File: src/rtl/srp_pkg.sv
package srp_pkg;
  localparam int unsigned CMD_BITS = 8;
  localparam int unsigned ADDR_W   = 5;

  typedef enum logic {
    PH_CMD  = 1'b0,
    PH_DATA = 1'b1
  } phase_e;
endpackage

File: src/rtl/srp_ctrl.sv
module srp_ctrl
  import srp_pkg::*;
#(
  parameter int unsigned NUM_REGS  = 8,
  parameter int unsigned MAX_BYTES = 4,
  localparam int unsigned W     = 8 * MAX_BYTES,
  localparam int unsigned CNT_W = $clog2(W),
  localparam int unsigned NB_W  = $clog2(MAX_BYTES + 1)
) (
  input  logic              sclk,
  input  logic              rst_n,
  input  logic              cs_n,
  input  logic              din,
  input  logic              lsb_mode,
  input  logic [W-1:0]      rd_word,
  output logic [ADDR_W-1:0] rd_addr,
  output logic              wr_en,
  output logic [ADDR_W-1:0] wr_addr,
  output logic [W-1:0]      wr_data,
  output phase_e            phase,
  output logic              rw_q,
  output logic              cur_bit
);
  // Width table: the addressed register alone sets the byte count.
  function automatic logic [NB_W-1:0] width_of(input logic [ADDR_W-1:0] a);
    if (int'(a) >= int'(NUM_REGS)) return NB_W'(1);
    return NB_W'((int'(a) % int'(MAX_BYTES)) + 1);
  endfunction

  // Read word placed so that its first outgoing bit sits at the shift end.
  function automatic logic [W-1:0] align_read(input logic [W-1:0] v,
                                               input logic [NB_W-1:0] nb,
                                               input logic lsb);
    if (lsb) return v;
    return v << (int'(W) - 8 * int'(nb));
  endfunction

  // Accumulated write bits moved down to bit 0.
  function automatic logic [W-1:0] align_write(input logic [W-1:0] acc_v,
                                                input logic [NB_W-1:0] nb,
                                                input logic lsb);
    if (lsb) return acc_v >> (int'(W) - 8 * int'(nb));
    return acc_v;
  endfunction

  logic [CNT_W-1:0]  bit_cnt;
  logic [3:0]        idle_cnt;
  logic [7:0]        cmd_sh;
  logic [W-1:0]      acc, rd_sh;
  logic [ADDR_W-1:0] addr_q;
  logic [NB_W-1:0]   nb_q;

  logic [7:0]   cmd_next;
  logic [W-1:0] acc_next;
  logic         cmd_done, last_data, xfer_done, resync_evt;

  assign cmd_next   = lsb_mode ? {din, cmd_sh[7:1]} : {cmd_sh[6:0], din};
  assign acc_next   = lsb_mode ? {din, acc[W-1:1]} : {acc[W-2:0], din};
  assign cmd_done   = !cs_n && phase == PH_CMD && bit_cnt == CNT_W'(CMD_BITS - 1);
  assign last_data  = bit_cnt == CNT_W'(8 * int'(nb_q) - 1);
  assign xfer_done  = !cs_n && phase == PH_DATA && last_data;
  assign resync_evt = cs_n && idle_cnt == 4'd7;

  assign rd_addr = cmd_next[ADDR_W-1:0];
  assign wr_en   = xfer_done && !rw_q;
  assign wr_addr = addr_q;
  assign wr_data = align_write(acc_next, nb_q, lsb_mode);
  assign cur_bit = lsb_mode ? rd_sh[0] : rd_sh[W-1];

  always_ff @(posedge sclk or negedge rst_n) begin
    if (!rst_n) begin
      phase    <= PH_CMD;
      bit_cnt  <= '0;
      idle_cnt <= '0;
      cmd_sh   <= '0;
      acc      <= '0;
      rd_sh    <= '0;
      rw_q     <= 1'b0;
      addr_q   <= '0;
      nb_q     <= NB_W'(1);
    end else if (cs_n) begin
      if (idle_cnt != 4'd8) idle_cnt <= idle_cnt + 4'd1;
      if (resync_evt) begin
        phase   <= PH_CMD;
        bit_cnt <= '0;
      end
    end else begin
      idle_cnt <= '0;
      if (phase == PH_CMD) begin
        cmd_sh <= cmd_next;
        if (cmd_done) begin
          phase   <= PH_DATA;
          bit_cnt <= '0;
          rw_q    <= cmd_next[7];
          addr_q  <= cmd_next[ADDR_W-1:0];
          nb_q    <= width_of(cmd_next[ADDR_W-1:0]);
          acc     <= '0;
          rd_sh   <= align_read(rd_word, width_of(cmd_next[ADDR_W-1:0]), lsb_mode);
        end else begin
          bit_cnt <= bit_cnt + CNT_W'(1);
        end
      end else begin
        acc   <= acc_next;
        rd_sh <= lsb_mode ? (rd_sh >> 1) : (rd_sh << 1);
        if (last_data) begin
          phase   <= PH_CMD;
          bit_cnt <= '0;
        end else begin
          bit_cnt <= bit_cnt + CNT_W'(1);
        end
      end
    end
  end


  pause_hold_chk: assert property (@(posedge sclk) disable iff (!rst_n)
    (cs_n && idle_cnt != 4'd7) |=> ($stable(bit_cnt) && $stable(phase)));


  resync_chk: assert property (@(posedge sclk) disable iff (!rst_n)
    resync_evt |=> (phase == PH_CMD && bit_cnt == '0));


  cmd_to_data_chk: assert property (@(posedge sclk) disable iff (!rst_n)
    cmd_done |=> (phase == PH_DATA && bit_cnt == '0));


  commit_at_end_chk: assert property (@(posedge sclk) disable iff (!rst_n)
    wr_en |=> phase == PH_CMD);
endmodule

File: src/rtl/srp_regbank.sv
module srp_regbank
  import srp_pkg::*;
#(
  parameter int unsigned NUM_REGS  = 8,
  parameter int unsigned MAX_BYTES = 4,
  localparam int unsigned W     = 8 * MAX_BYTES,
  localparam int unsigned IDX_W = (NUM_REGS > 1) ? $clog2(NUM_REGS) : 1
) (
  input  logic              sclk,
  input  logic              rst_n,
  input  logic              we,
  input  logic [ADDR_W-1:0] waddr,
  input  logic [W-1:0]      wdata,
  input  logic [ADDR_W-1:0] raddr,
  output logic [W-1:0]      rdata,
  output logic              mode_3w,
  output logic              mode_lsb
);
  logic [W-1:0] regs [NUM_REGS];

  always_ff @(posedge sclk or negedge rst_n) begin
    if (!rst_n) begin
      for (int i = 0; i < int'(NUM_REGS); i++) regs[i] <= '0;
    end else if (we) begin
      for (int i = 0; i < int'(NUM_REGS); i++)
        if (int'(waddr) == i) regs[i] <= wdata;
    end
  end

  assign rdata    = (int'(raddr) < int'(NUM_REGS)) ? regs[raddr[IDX_W-1:0]] : '0;
  assign mode_3w  = regs[0][7];
  assign mode_lsb = regs[0][6];
endmodule

File: src/rtl/srp_txdrv.sv
module srp_txdrv
  import srp_pkg::*;
(
  input  logic   sclk,
  input  logic   rst_n,
  input  logic   cs_n,
  input  phase_e phase,
  input  logic   rw_q,
  input  logic   cur_bit,
  input  logic   mode_3w,
  output logic   sdio_out,
  output logic   sdio_oe,
  output logic   sdo,
  output logic   sdo_oe
);
  logic out_q, oe_q;

  // Launch on the falling edge so the bit is settled at the next rise.
  always_ff @(negedge sclk or negedge rst_n) begin
    if (!rst_n) begin
      out_q <= 1'b0;
      oe_q  <= 1'b0;
    end else begin
      out_q <= cur_bit;
      oe_q  <= (phase == PH_DATA) && rw_q;
    end
  end

  assign sdo      = out_q;
  assign sdio_out = out_q;
  assign sdo_oe   = oe_q && !cs_n && !mode_3w;
  assign sdio_oe  = oe_q && !cs_n && mode_3w;


  drive_only_read_chk: assert property (@(posedge sclk) disable iff (!rst_n)
    (sdo_oe || sdio_oe) |-> (phase == PH_DATA && rw_q));


  one_line_chk: assert property (@(posedge sclk) disable iff (!rst_n)
    !(sdo_oe && sdio_oe));
endmodule

File: src/rtl/srp_top.sv
module srp_top
  import srp_pkg::*;
#(
  parameter int unsigned NUM_REGS  = 8,
  parameter int unsigned MAX_BYTES = 4
) (
  input  logic sclk,
  input  logic rst_n,
  input  logic cs_n,
  input  logic sdio_in,
  output logic sdio_out,
  output logic sdio_oe,
  output logic sdo,
  output logic sdo_oe
);
  localparam int unsigned W = 8 * MAX_BYTES;

  logic [W-1:0]      rd_word, wr_data;
  logic [ADDR_W-1:0] rd_addr, wr_addr;
  logic              wr_en, rw_q, cur_bit, mode_3w, mode_lsb;
  phase_e            phase;

  srp_ctrl #(.NUM_REGS(NUM_REGS), .MAX_BYTES(MAX_BYTES)) u_ctrl (
    .sclk(sclk), .rst_n(rst_n), .cs_n(cs_n), .din(sdio_in),
    .lsb_mode(mode_lsb), .rd_word(rd_word), .rd_addr(rd_addr),
    .wr_en(wr_en), .wr_addr(wr_addr), .wr_data(wr_data),
    .phase(phase), .rw_q(rw_q), .cur_bit(cur_bit)
  );

  srp_regbank #(.NUM_REGS(NUM_REGS), .MAX_BYTES(MAX_BYTES)) u_bank (
    .sclk(sclk), .rst_n(rst_n), .we(wr_en), .waddr(wr_addr),
    .wdata(wr_data), .raddr(rd_addr), .rdata(rd_word),
    .mode_3w(mode_3w), .mode_lsb(mode_lsb)
  );

  srp_txdrv u_tx (
    .sclk(sclk), .rst_n(rst_n), .cs_n(cs_n), .phase(phase),
    .rw_q(rw_q), .cur_bit(cur_bit), .mode_3w(mode_3w),
    .sdio_out(sdio_out), .sdio_oe(sdio_oe), .sdo(sdo), .sdo_oe(sdo_oe)
  );
endmodule

File: config.mk
export PLATFORM = sky130hd
export DESIGN_NAME = srp_top
export DESIGN_NICKNAME = d
export VERILOG_FILES = /design/src/rtl/srp_pkg.sv /design/src/rtl/srp_ctrl.sv /design/src/rtl/srp_regbank.sv /design/src/rtl/srp_txdrv.sv /design/src/rtl/srp_top.sv
export SDC_FILE = /design/constraint.sdc
export NUM_CORES = 1
export LEC_CHECK = 0
export CORE_UTILIZATION = 35
export CTS_BUF_LIST = sky130_fd_sc_hd__clkbuf_16
export CTS_CLUSTER_SIZE = 28
export DETAILED_ROUTE_END_ITERATION = 8
export DONT_BUFFER_PORTS = 1
export GPL_TIMING_DRIVEN = 0
export PLACE_DENSITY_LB_ADDON = 0.08
export SYNTH_ARGS = -nofsm -noshare
export SYNTH_HDL_FRONTEND = slang
export SYNTH_SLANG_ARGS = --single-unit
export TNS_END_PERCENT = 1
File: constraint.sdc
create_clock -name sclk -period 5 [get_ports sclk]
set_input_delay 1 -clock sclk [delete_from_list [all_inputs] [get_ports sclk]]
set_output_delay 1 -clock sclk [all_outputs]
set_load 0.02 [all_outputs]
==> out/qor.yml <==
run_status: "finished, final reports clean"
setup.worst_path.class: "reg2out"
area_growth_pct: 11.8
placement.io_buffers: 0
crit_buf_inv: 0
floorplan.die_area_mm2: 0.0528
syn_avg_cell_area_um2: 8.57
rsz0062_at_grt: "no"
slowest_delay_ns: 0.40
crit_arrival_ns: 3.83
critPathLaunch: "u_tx.oe_q"
hp-class: "in2async"
clock_insertion_delay_at_the_later_pin_of_the_skew_report_ns: 0.59
root_buffer: "sky130_fd_sc_hd__clkbuf_16"
synthesis.yosys.warnings: 0
final.setup_skew_ns: 0.0154
die_width_um: 230
cts.path.max_buffers: 3
cts_setup_buffers: 0
ys_seq_elements: 349
dieHeight_um: 230
cpLargestDelayFamily: "flip-flops"
worst_pin_slew_ns: 1.44
grt_max_degree: 350
critPathCaptureType: "primary output"
worst-endpoint-required_ns: 4.00
dr.pass1.iters: 6
critical-path-slowest-cell: "sky130_fd_sc_hd__dfrtn_1"
cp.depth: 1
worstSetupEndpoint: "sdo_oe"
worstSetupStartpointType: "flip-flop"
number_of_antenna_violations_at_the_first_check_in_global_routing: 4
post_synth_inst_count: 2119
ys_async_sr_fraction_pct: 100
synth_fp_nets: 2130
global_route_wire_length_before_repair_mm: 119
post_synthesis_cell_area_mm2: 0.0182
dr_total_vias: 17207
via_count_of_the_first_global_routing_pass: 16645
regToRegEndpoint: "u_tx.sdio_out"
timing.rr.start: "u_bank.mode_lsb"
htree_levels: 2
cp_cell_sequence: "nor3b_2"
drive_gt1_share_pct: 7.16
post-route-cell-area_mm2: 0.0203
library_cells_used_by_synthesis: 78
ff2ff_setup_slack_ns: 0.23
count_of_flip_flops_with_a_built_in_enable_after_synthesis: 0
synth-seq-area-share_pct: 48.1
number_of_cts_inserted_buffers: 42
gp_congestion: 0.968
synth.largest_area_cell: "sky130_fd_sc_hd__dfrtp_1"
fp.coreArea_mm2: 0.0513
slew_headroom_pct: 4.13
tritoncts_num_sinks: 349
dp.final_hpwl_mm: 57.2
final_max_slew_viol_count: 0
postSynth.topFlopCell: "sky130_fd_sc_hd__dfrtp_1"
wl_mm: 81.9
maxCapViolCount: 0
grt-ovfl-total: 0
reg2regPathDepth: 6
cts_tree: "yes"
track_usage_pct: 31.0
vdd.ir_drop.worst_mv: 0.204
initial_core_util_pct: 35.4
power.leakage_nw: 8.49
synthTopCellsByArea: "sky130_fd_sc_hd__dfrtp_1, sky130_fd_sc_hd__a21oi_1, sky130_fd_sc_hd__nand2_1"
drc_errors: 0
post-synth-top-area-fraction_pct: 47.7
hold_viol: 0
ant_nets: 0
dpl_cell_area_mm2: 0.0190
setup-violations-final: 0
rows: 83
minimum_hold_slack_ns: 0.116
timing.critical_path.fanout_max: 2
power.density_mw_per_mm2: 472
drt-vias-per-instance: 5.99
wl_per_cell_um: 28.5
drt_iter0_drc: 2023
pin_count: 8
finalNetCount: 2173
clkTransAtPathRegs_ns: 0.05
-- report_power, final --
part / leakage (nW) / internal, mW / total (mW) / switching (mW)
Sequential: 4.77 / 3.05 / 3.26 / 0.208
Clock: 0.676 / 1.68 / 2.97 / 1.30
Combinational: 3.04 / 0.915 / 3.36 / 2.44
Total: 8.49 / 5.64 / 9.59 / 3.95
-- final cells by class --
| class | count | area (um2) |
|---|---|---|
| Fill cell | 5314 | 31000 |
| Sequential cell | 349 | 8740 |
| Multi-Input combinational cell | 1566 | 8480 |
| Clock buffer | 42 | 1050 |
| Tap cell | 680 | 851 |
| Buffer | 165 | 810 |
| Clock inverter | 32 | 229 |
| Inverter | 38 | 145 |
| Antenna cell | 1 | 2.50 |
-- per-stage QoR --
| step | utilization (%) | total power, mW | instances | setup TNS, ns | worst slack, ns |
|---|---|---|---|---|---|
| 2_1_floorplan | - | 5.23 | 2119 | 0 | 0.580 |
| 3_3_place_gp | 37.1 | 6.54 | 2799 | -0.0659 | -0.0659 |
| 3_5_place_dp | 37.1 | 6.54 | 2799 | -0.0822 | -0.0822 |
| 4_1_cts | 39.6 | 9.53 | 2873 | 0 | 0.0118 |
| 5_1_grt | 39.6 | 9.96 | 2872 | 0 | 0.118 |
| 6_report | 39.6 | 9.59 | 2873 | 0 | 0.173 |
-- cell families after synthesis --
| group | synth area share [%] |
|---|---|
| AO/OA/AOI/OAI | 24.1 |
| XOR/XNOR | 0.386 |
| adder cells (fa/ha/maj) | 0.482 |
| buffers and inverters | 5.29 |
| flip-flops | 48.1 |
| multiplexers | 4.21 |
| AND/OR/NAND/NOR | 17.5 |
-- layer usage --
| metal | wire (um) | part of all wire (%) | global-route usage (%) | vias up |
|---|---|---|---|---|
| met5 | 41 | 0.050 | 0 | - |
| met4 | 3660 | 4.5 | 12.9 | 6 |
| met3 | 7130 | 8.7 | 6.50 | 181 |
| met2 | 36200 | 44 | 47.8 | 814 |
| met1 | 34900 | 43 | 42.3 | 8666 |
| li1 | - | - | - | 7540 |
-- Yosys cell counts, drive strengths merged, types with 16 or more instances --
| library cell | count |
|---|---|
| o21ai | 248 |
| nor2 | 237 |
| buf | 82 |
| clkbuf | 84 |
| dfrtp | 346 |
| a21oi | 286 |
| nand2b | 20 |
| nand3 | 48 |
| inv | 38 |
| a32oi | 17 |
| nand2 | 334 |
| a221oi | 16 |
| mux2i | 65 |
| a211oi | 31 |
| nor2b | 37 |
| o22ai | 21 |
-- layout by cell type, fill, tap and decap left out, types with 15 or more instances in the layout --
cell type and count:
sky130_fd_sc_hd__dfrtp_1 345, sky130_fd_sc_hd__nand2_1 332, sky130_fd_sc_hd__a21oi_1 283, sky130_fd_sc_hd__nor2_1 237, sky130_fd_sc_hd__o21ai_0 236, sky130_fd_sc_hd__clkbuf_1 84
sky130_fd_sc_hd__mux2i_1 64, sky130_fd_sc_hd__buf_2 49, sky130_fd_sc_hd__inv_1 48, sky130_fd_sc_hd__nand3_1 48, sky130_fd_sc_hd__clkbuf_16 42, sky130_fd_sc_hd__nor2b_1 37
sky130_fd_sc_hd__a211oi_1 31, sky130_fd_sc_hd__o22ai_1 21, sky130_fd_sc_hd__nand2b_1 20, sky130_fd_sc_hd__a32oi_1 17, sky130_fd_sc_hd__o21a_1 15, sky130_fd_sc_hd__a221oi_1 15
sky130_fd_sc_hd__a31oi_1 15
-- worst min-delay path by stage --
stage | from | endpoint | slack (ns)
after floorplan | u_bank.regs[21] | u_bank.regs[21] | 0.44
after global placement | u_bank.regs[103] | u_bank.regs[103] | 0.46
after detailed placement | u_bank.regs[1] | u_bank.regs[1] | 0.46
after CTS | rst_n | u_ctrl.idle_cnt[2] | 0.09
after global routing | rst_n | u_ctrl.idle_cnt[2] | 0.09
final | rst_n | u_ctrl.idle_cnt[2] | 0.12
-- sequential cells by signal (all words and copies together) (netlist names) --
| name | cells |
|---|---|
| u_ctrl.wr_addr | 5 |
| u_bank.regs | 254 |
| u_ctrl.idle_cnt | 4 |
| u_ctrl.rw_q | 1 |
| u_ctrl.cmd_sh | 8 |
| u_bank.mode_3w | 1 |
| u_ctrl.rd_sh | 32 |
| u_tx.oe_q | 1 |
| u_ctrl.acc | 32 |
| u_ctrl.bit_cnt | 5 |
| u_tx.sdio_out | 1 |
| u_bank.mode_lsb | 1 |
| u_ctrl.nb_q | 3 |
| u_ctrl.phase | 1 |
-- what timing repair did --
item                                   in CTS  in global routing
pin swaps                                   0                  0
setup endpoints to repair                   2                  1
hold buffers                                0                  0
endpoints found under the hold margin       0                  0
cloned                                      0                  0
resized for setup                           2                  0
No activity file was read; power rests on OpenSTA's default activity.
